## src/rtl/nmi_trigger_latch.sv

```systemverilog
module nmi_trigger_latch #(
  parameter int ADDR_W   = 8,
  parameter int DATA_W   = 32,
  parameter int CTRL_OFS = 'h0c,
  parameter int PEND_OFS = 'h10,
  parameter int EN_OFS   = 'h40
) (
  input  logic              clk,
  input  logic              rst_n,
  input  logic              pad_in,
  input  logic              reg_wr,
  input  logic [ADDR_W-1:0] reg_addr,
  input  logic [DATA_W-1:0] reg_wdata,
  output logic [DATA_W-1:0] reg_rdata,
  output logic              nmi_req
);

  localparam logic [ADDR_W-1:0] A_CTRL = ADDR_W'(CTRL_OFS);
  localparam logic [ADDR_W-1:0] A_PEND = ADDR_W'(PEND_OFS);
  localparam logic [ADDR_W-1:0] A_EN   = ADDR_W'(EN_OFS);

  logic [1:0] sync_q;
  logic [1:0] trig_q;
  logic       prev_q;
  logic       latch_q;
  logic       en_q;

  // trig[1] = active high, trig[0] = edge sensitive
  wire ctrl_wr  = reg_wr && (reg_addr == A_CTRL);
  wire clr      = reg_wr && (reg_addr == A_PEND) && reg_wdata[0];
  wire en_wr    = reg_wr && (reg_addr == A_EN);
  wire pad_s    = sync_q[1];
  wire cond     = pad_s ^ ~trig_q[1];
  wire cond_new = pad_s ^ ~reg_wdata[1];
  wire set      = trig_q[0] ? (cond & ~prev_q & ~ctrl_wr) : cond;

  always_ff @(posedge clk or negedge rst_n) begin
    if (!rst_n) begin
      sync_q  <= '0;
      trig_q  <= 2'd0;
      prev_q  <= 1'b0;
      latch_q <= 1'b0;
      en_q    <= 1'b0;
    end else begin
      sync_q <= {sync_q[0], pad_in};
      if (ctrl_wr) begin
        trig_q <= reg_wdata[1:0];
        prev_q <= cond_new;
      end else begin
        prev_q <= cond;
      end
      if (en_wr) en_q <= reg_wdata[0];
      if (set)      latch_q <= 1'b1;
      else if (clr) latch_q <= 1'b0;
    end
  end

  assign nmi_req = latch_q & en_q;

  always_comb begin
    reg_rdata = '0;
    case (reg_addr)
      A_CTRL:  reg_rdata[1:0] = trig_q;
      A_PEND:  reg_rdata[0]   = latch_q & en_q;
      A_EN:    reg_rdata[0]   = en_q;
      default: reg_rdata      = '0;
    endcase
  end

  a_r4_set_beats_clear: assert property (@(posedge clk) disable iff (!rst_n)
    (set && clr) |=> latch_q);

  a_r6_clear_drops: assert property (@(posedge clk) disable iff (!rst_n)
    (clr && !set) |=> !latch_q);

  a_r10_hold: assert property (@(posedge clk) disable iff (!rst_n)
    (!set && !clr) |=> $stable(latch_q));

  a_r3_rise_needs_active: assert property (@(posedge clk) disable iff (!rst_n)
    $rose(latch_q) |-> $past(cond));

  a_r7_disabled_quiet: assert property (@(posedge clk) disable iff (!rst_n)
    !en_q |-> !nmi_req);

endmodule

```

## config.mk

```make
export PLATFORM = sky130hd
export DESIGN_NAME = nmi_trigger_latch
export DESIGN_NICKNAME = d
export VERILOG_FILES = /design/src/rtl/nmi_trigger_latch.sv
export SDC_FILE = /design/constraint.sdc
export NUM_CORES = 1
export LEC_CHECK = 0
export CAP_MARGIN = 10
export CORE_UTILIZATION = 28
export CTS_CLUSTER_SIZE = 10
export DETAILED_ROUTE_END_ITERATION = 10
export PLACE_DENSITY = 0.86
export SETUP_SLACK_MARGIN = 0.1
export SYNTH_ARGS = -nofsm -noshare
export SYNTH_HDL_FRONTEND = slang
export SYNTH_SLANG_ARGS = --single-unit
```

## constraint.sdc

```tcl
create_clock -name clk -period 2.6 [get_ports clk]
set_input_delay 0.26 -clock clk [delete_from_list [all_inputs] [get_ports clk]]
set_output_delay 0.26 -clock clk [all_outputs]
set_load 0.05 [all_outputs]
```

==> results of run 1 <==
==> power groups by stage <==
stage	clock (uW)	sequential, uW	combinational, uW
global route	112	117	145
CTS	106	117	138
finish	101	117	138
floorplan	0	118	144
global placement	0	118	137
detailed placement	0	119	138
==> path summary, 6_finish.rpt <==
| kind | cells past startpoint | slack, ns | start | endpoint |
|---|---|---|---|---|
| max in group asynchronous | 1 | 2.09 | rst_n | prev_q$_DFF_PN0_ |
| hold / removal | 1 | 0.27 | rst_n | trig_q[0]$_DFFE_PN0N_ |
| hold reg to reg | 0 | 0.35 | sync_q[0]$_DFF_PN0_ | sync_q[1]$_DFF_PN0_ |
| setup reg to reg | 3 | 1.55 | sync_q[1]$_DFF_PN0_ | latch_q$_DFFE_PN0P_ |
| min in group clk | 0 | 0.35 | sync_q[0]$_DFF_PN0_ | sync_q[1]$_DFF_PN0_ |
| setup / recovery | 5 | 0.65 | reg_addr[5] | reg_rdata[0] |
==> worst max-delay path, delay by kind of cell <==
family | cells | cell delay, ns
AOI/OAI and AO/OA | 1 | 0.18
and+or+nand+nor | 2 | 0.66
buffers and inverters | 2 | 0.59
==> flip-flops by register name, summed over array words and instances, names as in the netlist <==
| signal | flops |
|---|---|
| prev_q | 1 |
| trig_q | 2 |
| en_q | 1 |
| latch_q | 1 |
| sync_q | 2 |
==> per-layer routing <==
layer  vias to the layer above  part of all wire
met5                         -                 0
met4                         0            0.0099
met3                         2             0.073
met2                        36              0.50
met1                       200              0.42
li1                        205                 -
==> cells in the final DEF, fill, tap and decap left out, drive strengths merged, types with 3 or more instances in the layout <==
cell           netlist  routed
clkdlybuf4s50        0      14
nor2b                4       4
dfrtp                7       7
nand4                3       3
mux2                 3       3
conb                 1      30
clkbuf               0       4
==> through the flow <==
stage | cells | util | worst slack, ns | hold slack, ns | cell area, um2
floorplan | 95 | - | 1.12 | -0.0356 | 736
global placement | 108 | 0.355 | 0.647 | 0.332 | 724
detailed placement | 108 | 0.355 | 0.646 | 0.342 | 724
CTS | 112 | 0.368 | 0.635 | 0.274 | 751
global route | 112 | 0.368 | 0.533 | 0.279 | 751
finish | 112 | 0.368 | 0.654 | 0.265 | 751
==> layout make-up <==
class / count / area (um2)
Fill cell: 209 / 1290
Multi-Input combinational cell: 58 / 335
Timing Repair Buffer: 16 / 180
Sequential cell: 7 / 175
Tap cell: 27 / 33.8
Clock buffer: 4 / 26.3
==> logic make-up after synthesis <==
family	count (synthesis)	share of synthesized area
AOI/OAI and AO/OA	4	0.0559
muxes	3	0.0539
other	1	0.00598
and+or+nand+nor	21	0.246
buffers and inverters	30	0.359
DFF	7	0.279
==> results.toml, run 1 <==
[synth]
synth.most_common_cell = "buf_4"
syn_area_per_cell_um2 = 9.50
ys_top_cells_by_area = "buf_4 (36%), dfrtp_1 (28%), nor2b_1 (4.0%)"
ys.flop_type = "dfrtp_1"
async_flop_share = 1.00
synth_common_cells = "buf_4 (30), dfrtp_1 (7), nor2b_1 (4)"
synth_edf_count = 0
synth_largest_area_cell = "buf_4"
syn-instance-count = 66
yosysUniqueCellTypes = 21
yosysWarnings = 0
yosysSeqAreaShare = 0.279
yosysTopAreaCellShare = 0.359
synth-seq-cells = 7
netlist_area_um2 = 627

[global_route]
antenna_found_initial = 0
use_met3 = 0.00935
grt-ovfl-total = 0
top_usage_layer = "met2"
grt_start_max_net_pins = 10
grt_usage = 0.0819
gr-usage-met2 = 0.132
met1_usage = 0.0882
grt_pass1_wl_um = 1480
grt_pass1_vias = 369

[cts]
postCtsSetupRepairBufs = 0
clkSinkCount = 7
cts.repair.resized = 0
cts_hold_buf = 0
cts_buffers = 3
clk_pin_slew_ns = 0.06
cts_tree = "done"
cts_buffer_depth = 2
cts_max_level = 1
clk_latency_ns = 0.25
cts-root-buf = "clkbuf_4"

[status]
status = "finished clean"

[placement]
finalWeightedCongestion = 0.716
portBuffers = 16

[pwr]
netSwitchingPower_uw = 157
p_clk_frac = 0.283
powerDensity_nw_per_um2 = 473
intPower_uw = 199
switching_share = 0.441
seqPwrFrac = 0.329
power_leakage_uw = 0.000352
pwr-share-comb = 0.388
power_uw = 355
ir_drop_mv = 0.196

[die]
fp-row-count = 16
die_h_um = 49.3
die-area_um2 = 2430
start_util = 0.307
dieWidth_um = 49.3
ios = 77
core_um2 = 2040

[worst_setup_path]
cp.required_ns = 2.34
cp_max_fo = 9
critical_path.slowest_cell = "nor4_4"
startpoint_type = "primary input"
crit_chain = "clkdlybuf4s50_1 > nor4_4 > o2111ai_1 > nand2_1 > buf_12"
cp-end-kind = "primary output"
crit_arrival_ns = 1.69
slowest_delay_ns = 0.51
worstSetupPathType = "primary input to primary output"

[timing]
finalHoldViolations = 0
setup_violations = 0
report.final.slew_viol_count = 0
fin_crit_sh = 0.748
tns_ns = 0
post-route-min-period_ns = 1.95
fmaxAchievable_mhz = 514
rsz0062_at_grt = "false"
fin_skew_ns = 0.00564

[detailed_routing]
routedWlPerCell_um = 8.14
drcViolationCount = 0
wl_um = 912
dr.pass1.iters = 4
drtIter0Drc = 3
dr_total_vias = 443
drtAntennaViolNets = 0
via_per_inst = 3.96

[final_layout]
antenna_cells = 0
final_net_count = 130
syn2layout_area_growth_pct = 19.8
drive_gt1_frac = 0.118

[job]
drv_cap = 0

[worst_hold_path]
hp-class = "primary input to async pin"
(Power assumes the default switching activity.)
==> run 2: changes to the inputs <==
--- a/config.mk
+++ b/config.mk
@@ -6,10 +6,10 @@
 export NUM_CORES = 1
 export LEC_CHECK = 0
 export CAP_MARGIN = 10
-export CORE_UTILIZATION = 28
+export CORE_UTILIZATION = 23
 export CTS_CLUSTER_SIZE = 10
 export DETAILED_ROUTE_END_ITERATION = 10
-export PLACE_DENSITY = 0.86
+export PLACE_DENSITY = 0.75
 export SETUP_SLACK_MARGIN = 0.1
 export SYNTH_ARGS = -nofsm -noshare
 export SYNTH_HDL_FRONTEND = slang
==> constraint.sdc (replaced) <==
create_clock -name clk -period 1.7 [get_ports clk]
set_input_delay 0.17 -clock clk [delete_from_list [all_inputs] [get_ports clk]]
set_output_delay 0.17 -clock clk [all_outputs]
set_load 0.05 [all_outputs]
==> run 2 against run 1 <==
  * Sequential power up 52%
  * Non-clock buffer count up 4
  * Clock-buffer cell count unchanged
  * Clock skew about the same
  * Hold slack worse by 0.10 ns
  * Total power up 56%
  * Global-route usage up 0.58 points
  * First-iteration DRC count up 100%
  * Highest routed layer unchanged
==> results.toml, run 2 (synthesis results as in run 1) <==
[status]
status = "finished clean"

[die]
die-area_um2 = 2940
die_h_um = 54.2
start_util = 0.249
core_um2 = 2520
fp-row-count = 18
ios = 77
dieWidth_um = 54.2

[worst_setup_path]
reg2reg_to = "latch_q$_DFFE_PN0P_"
worstSetupPathType = "primary input to primary output"
timing.rr.start = "sync_q[1]$_DFF_PN0_"
cp-end-kind = "primary output"
cp_max_fo = 6
slowest_delay_ns = 0.44
startpoint_type = "primary input"
crit_arrival_ns = 1.37
r2r_slack_ns = 0.64
cp.required_ns = 1.53
r2r_cells = 3
critical_path.slowest_cell = "clkdlybuf4s50_1"
startpoint = "reg_addr[6]"
crit_chain = "clkdlybuf4s50_1 > and4bb_4 > nand3_1 > nand2_1 > buf_12"

[cts]
clkSinkCount = 7
cts_max_level = 1
cts_buffers = 3
clk_latency_ns = 0.27
cts_tree = "done"
clk_pin_slew_ns = 0.06
cts_buffer_depth = 2
cts-root-buf = "clkbuf_4"

[global_route]
grt_start_max_net_pins = 8
grt-ovfl-total = 0
grt_usage = 0.0877
grt_pass1_vias = 438
antenna_found_initial = 0
grt_pass1_wl_um = 1760

[timing]
fmaxAchievable_mhz = 649
post-route-min-period_ns = 1.54
fin_skew_ns = 0.00538
tns_ns = 0
rsz0062_at_grt = "false"
setup_violations = 0
report.final.slew_viol_count = 0
fin_crit_sh = 0.907
finalHoldViolations = 0

[worst_hold_path]
hp-class = "primary input to async pin"

[detailed_routing]
via_per_inst = 3.94
drtIter0Drc = 6
dr_total_vias = 469
drtAntennaViolNets = 0
drcViolationCount = 0
dr.pass1.iters = 2
routedWlPerCell_um = 8.78
wl_um = 1050

[placement]
numPlacedInstances = 112
dpl.hpwl_um = 809
portBuffers = 16
finalWeightedCongestion = 0.802

[pwr]
powerDensity_nw_per_um2 = 706
power_leakage_uw = 0.000385
ir_drop_mv = 0.306

[final_layout]
syn2layout_area_growth_pct = 25.3
multiInputGateArea_um2 = 339
reg_top3 = "sync_q: 2 flops, trig_q: 2 flops"
mostFrequentLayoutCell = "conb_1"
antenna_cells = 0
instances_no_fill = 119
final_net_count = 134
fill_cells = 278
layout_common_cells = "conb_1 (30), clkdlybuf4s50_1 (10), dfrtp_1 (7)"
drive_gt1_frac = 0.180
seqCellArea_um2 = 175

[job]
drv_cap = 0
[run 2: changes by cell type in the layout (fill, tap and decap cells not counted)]
cell,previous run,this run
buf_4,0,5
and4bb_4,0,1
dlymetal6s2s_1,0,1
dlygate4sd2_1,0,2
and4bb_1,1,0
clkdlybuf4s50_1,14,10
[run 2: worst max-delay path by stage]
| stage | end | slack (ns) | cells past startpoint |
|---|---|---|---|
| after CTS | reg_rdata[0] | 0.11 | 6 |
| final | reg_rdata[0] | 0.16 | 5 |
| after global routing | reg_rdata[0] | 0.1 | 5 |
| after floorplan | reg_rdata[0] | 0.40 | 3 |
| after global placement | reg_rdata[0] | 0.06 | 6 |
| after detailed placement | reg_rdata[0] | 0.04 | 6 |
[run 2: through the flow]
step                      utilization  cell area, um2  setup WS [ns]  total power [uW]  hold slack (ns)
after detailed placement        0.291             733         0.0404               393            0.337
after global routing            0.312             786         0.0974               584            0.181
after CTS                       0.309             779          0.111               561            0.171
after global placement          0.291             733         0.0582               391            0.332
final                           0.312             786          0.159               555            0.164
after floorplan                     -             736          0.399               400           -0.126
[run 2: per-layer routing]
layer,vias up,share of wire,global-route usage
met5,-,0,0
met4,0,0.024,0.0769
met3,2,0.076,0.0169
met2,36,0.53,0.154
met1,218,0.37,0.0859
li1,213,-,-
[run 2: layout make-up]
class	instances	share of cell area
multi-input cells	58	0.432
repair buffers	20	0.264
flip-flops and latches	7	0.223
well taps	30	0.0478
clock buffers	4	0.0334
[run 2: worst max-delay path, delay by kind of cell]
| kind | cells | cell delay (ns) |
|---|---|---|
| simple gates | 3 | 0.62 |
| buf+inv | 2 | 0.59 |
[run 2: where the power goes]
part           internal (uW)  switching (uW)
clock network           90.3            72.6
registers                174            4.50
logic                   41.2             173
[run 2: timing repair]
item	4_1_cts	5_1_grt
pin swaps	1	1
endpoints found under the setup margin	2	2
resized for setup	2	3
setup buffers	3	0
hold buffers	0	0
==> run 3: changes to the inputs <==
==> constraint.sdc (replaced) <==
create_clock -name clk -period 1.7 [get_ports clk]
set_input_delay 0.17 -clock clk [delete_from_list [all_inputs] [get_ports clk]]
set_output_delay 0.17 -clock clk [all_outputs]
set_load 0.01 [all_outputs]
==> run 3 against run 2 <==
  * Die area unchanged
  * Non-clock buffer count up 3
  * Final area unchanged
  * Global-route usage about the same
  * Highest routed layer unchanged
  * Maximum frequency up 2.8%
  * Critical endpoint unchanged
  * Critical path depth unchanged
  * Hold slack better by 0.014 ns
  * Cell count up 2.5%
  * Register-to-register slack better by 0.02 ns
  * First-iteration DRC count unchanged
  * Critical path type unchanged
  * Clock-buffer cell count unchanged
  * Routed wire length up 1.2%
==> results.toml, run 3 (synthesis results as in run 1) <==
[detailed_routing]
dr.pass1.iters = 4
via_per_inst = 3.95
dr_total_vias = 482
wl_um = 1060
drcViolationCount = 0
drtAntennaViolNets = 0
routedWlPerCell_um = 8.67
drtIter0Drc = 6

[worst_setup_path]
crit_arrival_ns = 1.33
cp.required_ns = 1.53
r2r_slack_ns = 0.66
cp_max_fo = 4
cp-end-kind = "primary output"
worstSetupPathType = "primary input to primary output"
startpoint_type = "primary input"

[final_layout]
syn2layout_area_growth_pct = 25.3
design_area_um2 = 786
final_net_count = 137
layout_common_cells = "conb_1 (30), clkdlybuf4s50_1 (10), dfrtp_1 (7), buf_4 (7), nor2b_1 (4)"
antenna_cells = 0
fin_util = 0.312
mostFrequentLayoutCell = "conb_1"
reg_top3 = "sync_q: 2 flops, trig_q: 2 flops"
drive_gt1_frac = 0.185

[global_route]
grt_usage = 0.0874
grt_start_max_net_pins = 8
grt-ovfl-total = 0
grt_pass1_wl_um = 1800
antenna_found_initial = 0
grt_pass1_vias = 438

[placement]
place_ws_ns = -0.239
finalWeightedCongestion = 0.762
portBuffers = 16
dpl.hpwl_um = 843
place_area_um2 = 753

[timing]
post-route-min-period_ns = 1.50
rsz0062_at_grt = "false"
fin_crit_sh = 0.882
tns_ns = 0
fmaxAchievable_mhz = 667
setup_ws_ns = 0.201
finalHoldViolations = 0
report.final.slew_viol_count = 0
setup_violations = 0
fin_skew_ns = 0.00640
hold_ws_ns = 0.178

[pwr]
ir_drop_mv = 0.356
power_leakage_uw = 0.000402
powerDensity_nw_per_um2 = 549

[status]
status = "finished clean"

[worst_hold_path]
hp-class = "primary input to async pin"

[die]
ios = 77
dieWidth_um = 54.2
die_h_um = 54.2
start_util = 0.249
die-area_um2 = 2940
fp-row-count = 18
core_um2 = 2520

[cts]
cts-root-buf = "clkbuf_4"
cts_tree = "done"
clk_latency_ns = 0.26
cts_buffer_depth = 2
cts_max_level = 1
cts_buffers = 3
clk_pin_slew_ns = 0.05
clkSinkCount = 7

[job]
drv_cap = 0
## run 3: cell types whose count changed in the layout (fill, tap and decap cells not counted)
| cell | delta |
|---|---|
| and4bb_1 | +1 |
| and4bb_4 | -1 |
| buf_12 | -2 |
| buf_2 | +1 |
| buf_4 | +2 |
| clkdlybuf4s15_2 | +1 |
| dlymetal6s2s_1 | +1 |
## run 3: cell type report
type	count	area, um2
sequential	7	175
fill	264	1740
timing repair buffer	23	211
tap	30	37.5
multi-input combinational	58	335
clock buffer	4	26.3
## run 3: metrics by stage
| stage | instances | total power [uW] |
|---|---|---|
| final | 122 | 431 |
| after CTS | 122 | 438 |
| after global routing | 122 | 465 |
| after detailed placement | 117 | 282 |
| after floorplan | 95 | 279 |
| after global placement | 117 | 280 |
## run 3: repair_timing
item	in CTS	in global routing
hold endpoints to repair	0	0
setup endpoints to repair	2	2
buffers inserted	1	0
resized for setup	9	2
hold buffers	0	0
## run 3: path summary, 6_finish.rpt
path,startpoint,to,cells past startpoint
worst max-delay path,reg_addr[4],reg_rdata[0],5
worst min-delay path,rst_n,en_q$_DFFE_PN0P_,1
max in group asynchronous,rst_n,sync_q[1]$_DFF_PN0_,1
worst min register to register,sync_q[0]$_DFF_PN0_,sync_q[1]$_DFF_PN0_,0
worst max register to register,trig_q[1]$_DFFE_PN0N_,latch_q$_DFFE_PN0P_,3
min in group clk,sync_q[0]$_DFF_PN0_,sync_q[1]$_DFF_PN0_,0
## run 3: routing by layer
layer	wire [um]	track usage
met1	379	0.0885
met2	565	0.154
met3	98	0.0198
met4	15	0.0641
met5	0	0
## run 3: critical path, cell delays in order
cell             delay (ns)
clkdlybuf4s50_1        0.46
and4bb_1               0.33
nand3_1                0.09
nand2_1                0.07
clkdlybuf4s15_2        0.21
## run 3: report_power, final
part	leakage, uW	total, uW	internal, uW	switching, uW
clock network	0.0000150	152	89.6	62.4
registers	0.0000851	179	174	4.67
logic	0.000302	101	44.7	55.9
total	0.000402	431	308	123
